==> config.mk <==
export PLATFORM = sky130hd
export DESIGN_NAME = lane_mask_stack
export DESIGN_NICKNAME = d
export VERILOG_FILES = /design/src/rtl/lms_pkg.sv /design/src/rtl/lms_lane_any.sv /design/src/rtl/lms_mask_store.sv /design/src/rtl/lane_mask_stack.sv
export SDC_FILE = /design/constraint.sdc
export NUM_CORES = 1
export LEC_CHECK = 0
export BUFFER_PORTS_ARGS = -buffer_cell sky130_fd_sc_hd__buf_2
export CORE_ASPECT_RATIO = 0.75
export CORE_MARGIN = 8
export CORE_UTILIZATION = 29
export CTS_CLUSTER_DIAMETER = 30
export DETAILED_ROUTE_END_ITERATION = 16
export PLACE_DENSITY = 0.56
export SETUP_SLACK_MARGIN = 0.15
export SYNTH_ARGS = -nofsm -noshare
export SYNTH_HDL_FRONTEND = slang
export SYNTH_SLANG_ARGS = --single-unit
==> constraint.sdc <==
create_clock -name clk -period 5.5 [get_ports clk]
set_clock_uncertainty 0.2 [all_clocks]
set_input_delay 0.275 -clock clk [delete_from_list [all_inputs] [get_ports clk]]
set_output_delay 0.275 -clock clk [all_outputs]
set_load 0.02 [all_outputs]
==> src/rtl/lms_pkg.sv <==
// Shared command encoding for the lane mask stack.
package lms_pkg;
    typedef enum logic [2:0] {
        CMD_IDLE    = 3'd0,
        CMD_SAVE    = 3'd1,
        CMD_TAKE_T  = 3'd2,
        CMD_TAKE_F  = 3'd3,
        CMD_RESTORE = 3'd4
    } lms_cmd_e;
endpackage

==> src/rtl/lms_lane_any.sv <==
// OR-reduces a lane vector into one "some lane set" bit, using a balanced tree.
// Assumes LANES >= 1. Purely combinational.
module lms_lane_any #(
    parameter int LANES = 16
) (
    input  logic [LANES-1:0] vec_i,
    output logic             any_o
);
    localparam int LVLS = (LANES > 1) ? $clog2(LANES) : 1;
    localparam int PAD  = 1 << LVLS;

    logic [PAD-1:0] stage [LVLS+1];

    // Pad the input with zeros up to a power of two.
    always_comb begin
        stage[0] = '0;
        stage[0][LANES-1:0] = vec_i;
    end

    // Each level ORs adjacent pairs from the level below.
    for (genvar l = 0; l < LVLS; l++) begin : g_lvl
        for (genvar i = 0; i < PAD; i++) begin : g_bit
            if (i < (PAD >> (l + 1))) begin : g_or
                assign stage[l+1][i] = stage[l][2*i] | stage[l][2*i+1];
            end else begin : g_zero
                assign stage[l+1][i] = 1'b0;
            end
        end
    end

    assign any_o = stage[LVLS][0];
endmodule

==> src/rtl/lms_mask_store.sv <==
// LIFO holding saved lane masks. A push into a full store or a pop from an
// empty store is ignored; the caller reports the error. Assumes DEPTH >= 2
// and that the caller never asserts push_i and pop_i together.
module lms_mask_store #(
    parameter int LANES = 16,
    parameter int DEPTH = 8
) (
    input  logic             clk,
    input  logic             rst_n,
    input  logic             push_i,
    input  logic             pop_i,
    input  logic [LANES-1:0] data_i,
    output logic [LANES-1:0] top_o,
    output logic             empty_o,
    output logic             full_o
);
    localparam int PW = $clog2(DEPTH + 1);
    localparam int IW = $clog2(DEPTH);

    logic [PW-1:0]    sp_q;
    logic [LANES-1:0] mem_q [DEPTH];
    logic [IW-1:0]    wr_idx;
    logic [IW-1:0]    rd_idx;

    // Decode the fill level and the slot indices from the pointer.
    always_comb begin
        empty_o = (sp_q == '0);
        full_o  = (sp_q == PW'(DEPTH));
        wr_idx  = sp_q[IW-1:0];
        rd_idx  = wr_idx - IW'(1);
        top_o   = mem_q[rd_idx];
    end

    // Move the stack pointer on an accepted push or pop.
    always_ff @(posedge clk) begin
        if (!rst_n) begin
            sp_q <= '0;
        end else if (push_i && !full_o) begin
            sp_q <= sp_q + PW'(1);
        end else if (pop_i && !empty_o) begin
            sp_q <= sp_q - PW'(1);
        end
    end

    // Write the pushed mask into the next free slot.
    always_ff @(posedge clk) begin
        if (push_i && !full_o) begin
            mem_q[wr_idx] <= data_i;
        end
    end

    AST_PTR_BOUND: assert property (@(posedge clk) disable iff (!rst_n)
        sp_q <= PW'(DEPTH));
    AST_PUSH_FILLS: assert property (@(posedge clk) disable iff (!rst_n)
        (push_i && !full_o) |=> !empty_o);
    AST_POP_FREES: assert property (@(posedge clk) disable iff (!rst_n)
        (pop_i && !empty_o) |=> !full_o);
endmodule

==> src/rtl/lane_mask_stack.sv <==
// Active-lane mask controller for divergent if/else regions. It holds the
// current mask, pushes and pops saved masks, forms the true-side and
// false-side masks from the saved mask, and reports per side whether any lane
// needs that side. Assumes one command per cycle, encoded as in lms_pkg.
module lane_mask_stack #(
    parameter int LANES = 16,
    parameter int DEPTH = 8
) (
    input  logic             clk,
    input  logic             rst_n,
    input  logic [2:0]       cmd,
    input  logic [LANES-1:0] cond,
    output logic [LANES-1:0] active_mask,
    output logic             any_true,
    output logic             any_false,
    output logic             overflow,
    output logic             underflow
);
    import lms_pkg::*;

    logic [LANES-1:0] mask_q, mask_d;
    logic [LANES-1:0] saved, top;
    logic             st_empty, st_full;
    logic             push, pop;
    logic             ovf_q, ovf_d, udf_q, udf_d;
    logic [LANES-1:0] t_lanes, f_lanes;

    // The saved mask is the stack top, or the live mask when nothing is saved.
    always_comb begin
        saved   = st_empty ? mask_q : top;
        t_lanes = saved & cond;
        f_lanes = saved & ~cond;
    end

    // Decode the command into the next mask, the stack moves and the error flags.
    always_comb begin
        mask_d = mask_q;
        push   = 1'b0;
        pop    = 1'b0;
        ovf_d  = 1'b0;
        udf_d  = 1'b0;
        case (cmd)
            CMD_SAVE: begin
                if (st_full) ovf_d = 1'b1;
                else         push  = 1'b1;
            end
            CMD_TAKE_T: mask_d = t_lanes;
            CMD_TAKE_F: mask_d = f_lanes;
            CMD_RESTORE: begin
                if (st_empty) begin
                    udf_d = 1'b1;
                end else begin
                    pop    = 1'b1;
                    mask_d = top;
                end
            end
            default: ;
        endcase
    end

    // Register the active mask and the one-cycle error pulses.
    always_ff @(posedge clk) begin
        if (!rst_n) begin
            mask_q <= '1;
            ovf_q  <= 1'b0;
            udf_q  <= 1'b0;
        end else begin
            mask_q <= mask_d;
            ovf_q  <= ovf_d;
            udf_q  <= udf_d;
        end
    end

    lms_mask_store #(.LANES(LANES), .DEPTH(DEPTH)) u_store (
        .clk     (clk),
        .rst_n   (rst_n),
        .push_i  (push),
        .pop_i   (pop),
        .data_i  (mask_q),
        .top_o   (top),
        .empty_o (st_empty),
        .full_o  (st_full)
    );

    lms_lane_any #(.LANES(LANES)) u_any_t (.vec_i(t_lanes), .any_o(any_true));
    lms_lane_any #(.LANES(LANES)) u_any_f (.vec_i(f_lanes), .any_o(any_false));

    assign active_mask = mask_q;
    assign overflow    = ovf_q;
    assign underflow   = udf_q;

    AST_RESET_MASK: assert property (@(posedge clk) disable iff (!rst_n)
        $rose(rst_n) |-> (mask_q == '1));
    AST_SAVE_KEEPS: assert property (@(posedge clk) disable iff (!rst_n)
        (cmd == CMD_SAVE) |=> $stable(mask_q));
    AST_TRUE_SUBSET: assert property (@(posedge clk) disable iff (!rst_n)
        (cmd == CMD_TAKE_T) |=> ((mask_q & ~$past(cond)) == '0));
    AST_FALSE_SUBSET: assert property (@(posedge clk) disable iff (!rst_n)
        (cmd == CMD_TAKE_F) |=> ((mask_q & $past(cond)) == '0));
    AST_OVERFLOW_HOLD: assert property (@(posedge clk) disable iff (!rst_n)
        overflow |-> (mask_q == $past(mask_q)));
    AST_UNDERFLOW_HOLD: assert property (@(posedge clk) disable iff (!rst_n)
        underflow |-> (mask_q == $past(mask_q)));
    AST_ERR_EXCL: assert property (@(posedge clk) disable iff (!rst_n)
        !(overflow && underflow));
    AST_IDLE_KEEPS: assert property (@(posedge clk) disable iff (!rst_n)
        (cmd == CMD_IDLE) |=> $stable(mask_q));
endmodule

==> results.yml <==
clock_tree:
  root_buffer: "clkbuf_16"
  clockBufferDepth: 2
  cts_setup_buffers: 0
  cts_buffers: 17
  cts_max_level: 4
  cts.repair.resized: 0
  cts_sinks: 150
  cts_hold_buf: 0
  clk_pin_slew_ps: 60
  cts_tree: "yes"
  clkLatencyLatePin_ps: 430
grt:
  first_global_vias: 5082
  gr-max-usage-layer: "met2"
  use_met2_pct: 21.3
  grt_pass1_wl_mm: 32.5
  grt.total_usage_pct: 13.6
  overflow: 0
  grt_start_max_net_pins: 70
  antenna_found_initial: 2
  use_met3_pct: 3.10
  met1_usage_pct: 18.1
routing:
  drtIter0Drc: 459
  viasPerCell: 5.41
  wl_per_cell_microns: 23.1
  drc: 0
  postRouteAntennaNets: 0
  routed_wirelength_mm: 21.3
  first_pass_iters: 5
  num_vias: 4973
synthesis:
  ys_ff_latch: 150
  ys_types: 55
  ys_async_sr_fraction_pct: 0
  postSynthAreaPerCell_sq_um: 14.3
  synth_top_flop_cell: "edfxtp_1"
  synthCells: 526
  syn_area_sq_um: 7530
  ys_seq_area_share_pct: 56.9
  syn_nets: 551
  synth_edf_count: 128
  yosysWarningCount: 0
timing:
  fin_hold_ws_ps: 31.4
  hold_viol_final: 0
  report.final.slew_viol_count: 0
  fmax_ghz: 0.216
  period_needed_ps: 4630
  rsz0062_at_grt: "no"
  min_period_over_period_pct: 84.2
  tightest_slew_ps: 1080
  slew_headroom_pct: 28.2
  fin_tns_setup_ps: 0
  setup_ws_ps: 871
  setup_viol: 0
place:
  place_area_sq_um: 8110
  place_ws_ps: 1300
  post-dp-hpwl_mm: 13.8
  dp.cells: 888
  port_buffers: 40
  gp_congestion: 0.840
pwr:
  p_leak_nw: 2.89
  p_seq_share_pct: 41.7
  fin_total_pwr_mw: 3.17
  internal_power_mw: 2.33
  p_switching_mw: 0.840
  p_clk_share_pct: 39.6
  p_comb_share_pct: 18.7
  powerDensity_nw_per_um2: 363
  vdd_drop_max_v: 0.000236
  swShare_pct: 26.5
worst_setup_path:
  required_ps: 5030
  crit_fanout: 69
  reg2reg_slack_ps: 2010
  reg2regPathDepth: 6
  crit_path_start_kind: "flop"
  crit_arrival_ps: 4150
  r2r-start: "u_store.sp_q[1]"
  crit_type: "reg2out"
  endpoint_kind: "output port"
  crit_path_end: "any_true"
  crit_start: "u_store.sp_q[1]"
  reg2reg_to: "active_mask[9]"
worst_hold_path:
  hold_path.class: "in2reg"
  hold_depth: 3
cells_and_area:
  antenna_cells: 0
  final_cell_count_no_fill: 920
  fin_util_pct: 34.0
  drive_gt1_share_pct: 25.3
  syn_to_final_growth_pct: 16.0
  finalInstanceArea_sq_um: 8730
  nets: 588
status:
  status: "completed"
floorplan:
  die_h_microns: 156
  boundaryPins: 41
  initial_core_util_pct: 29.3
  dieArea_sq_um: 31400
  row_count: 51
  core-area_sq_um: 25700
  dieWidth_microns: 202
run:
  drv_cap: 0
## cell families (layout without fill, tap and decap cells)
logic type,Yosys count,count (layout),share of synthesized area (%)
AND/OR/NAND/NOR,113,113,7.15
adder cells (fa/ha/maj),4,4,0.765
XOR/XNOR,18,18,2.09
AO/OA/AOI/OAI,109,109,10.3
multiplexers,82,82,19.6
flip-flops,150,150,56.9
buffers and inverters,50,100,3.16
## cell usage after synthesis (all sizes together) (3+ instances only)
master / count / share of area [%]
and2: 4 / 0.33
nand2: 38 / 1.9
edfxtp: 128 / 51
ha: 3 / 0.50
mux2: 6 / 0.90
nor4: 3 / 0.25
xor2: 16 / 1.9
a22o: 3 / 0.35
nor3: 7 / 0.47
inv: 14 / 0.70
dfxtp: 22 / 5.9
nand3: 4 / 0.27
a22oi: 3 / 0.30
mux4: 51 / 15
nand2b: 6 / 0.50
nor2: 26 / 1.3
a211o: 12 / 1.4
o211ai: 16 / 1.6
a211oi: 9 / 0.90
buf: 22 / 1.8
clkbuf: 13 / 0.65
a21oi: 30 / 2.0
nor2b: 15 / 1.2
a221oi: 5 / 0.58
o22ai: 12 / 1.0
nand4: 3 / 0.25
mux2i: 25 / 3.3
## state kept, by name, indices dropped and copies added (netlist names)
register and flops:
u_store.mem_q 128, active_mask 16, u_store.sp_q 4, overflow 1
underflow 1
## cell type report
type                            instances  area, sq um
Tap cell                              344          430
Clock buffer                           21          440
Multi-Input combinational cell        326         3040
Timing Repair Buffer                   53          298
Inverter                               15         56.3
Fill cell                            2457        17000
Sequential cell                       150         4290
Clock inverter                         11          180
## cell usage in the layout (no fill, tap or decap), types with 4 or more instances in the layout
cell type  count
nand2_1       38
o211ai_1      16
buf_2         40
mux2_2         6
clkbuf_16     17
a211o_1       12
clkinv_1       5
inv_1         14
xor2_1        16
edfxtp_1     128
nand2b_1       6
nor2_1        20
nor3_1         5
nor2b_1       15
o22ai_1       12
nor2_2         6
mux2i_1       25
clkbuf_1       4
mux4_2        49
a211oi_1       9
nand3_1        4
a21oi_1       29
bufinv_16      5
a221oi_1       5
dfxtp_1       21
and2_1         4
buf_4         13
## power by group through the flow
| stage | sequential [mW] | combinational [mW] | clock [mW] |
|---|---|---|---|
| floorplan | 1.34 | 0.434 | 0 |
| finish | 1.32 | 0.593 | 1.26 |
| global route | 1.33 | 0.640 | 1.33 |
| detailed placement | 1.34 | 0.593 | 0 |
| global placement | 1.34 | 0.580 | 0 |
| CTS | 1.32 | 0.596 | 1.27 |
## how the worst min path moves through the flow
| stage | from | end |
|---|---|---|
| floorplan | rst_n | active_mask[15] |
| global placement | active_mask[11] | u_store.mem_q[2][11] |
| detailed placement | active_mask[5] | u_store.mem_q[3][5] |
| CTS | cmd[2] | underflow |
| global route | rst_n | active_mask[3] |
| finish | cmd[2] | underflow |
## worst max-delay path, stage by stage, from the launching register on
cell	delay [ps]
dfxtp_1	530
inv_1	150
ha_4	960
mux4_2	600
mux2_2	270
a22oi_1	380
o22ai_1	140
nor4_1	250
o2111ai_1	190
buf_2	210
## layer usage
metal	share of wire [%]	up-vias	wire length, microns
met3	5.9	39	1260
met4	2.6	2	549
met2	47	175	9950
met1	45	2580	9510
met5	0.061	-	13
li1	-	2177	-
Note: power is estimated with default switching activity, not from simulation.
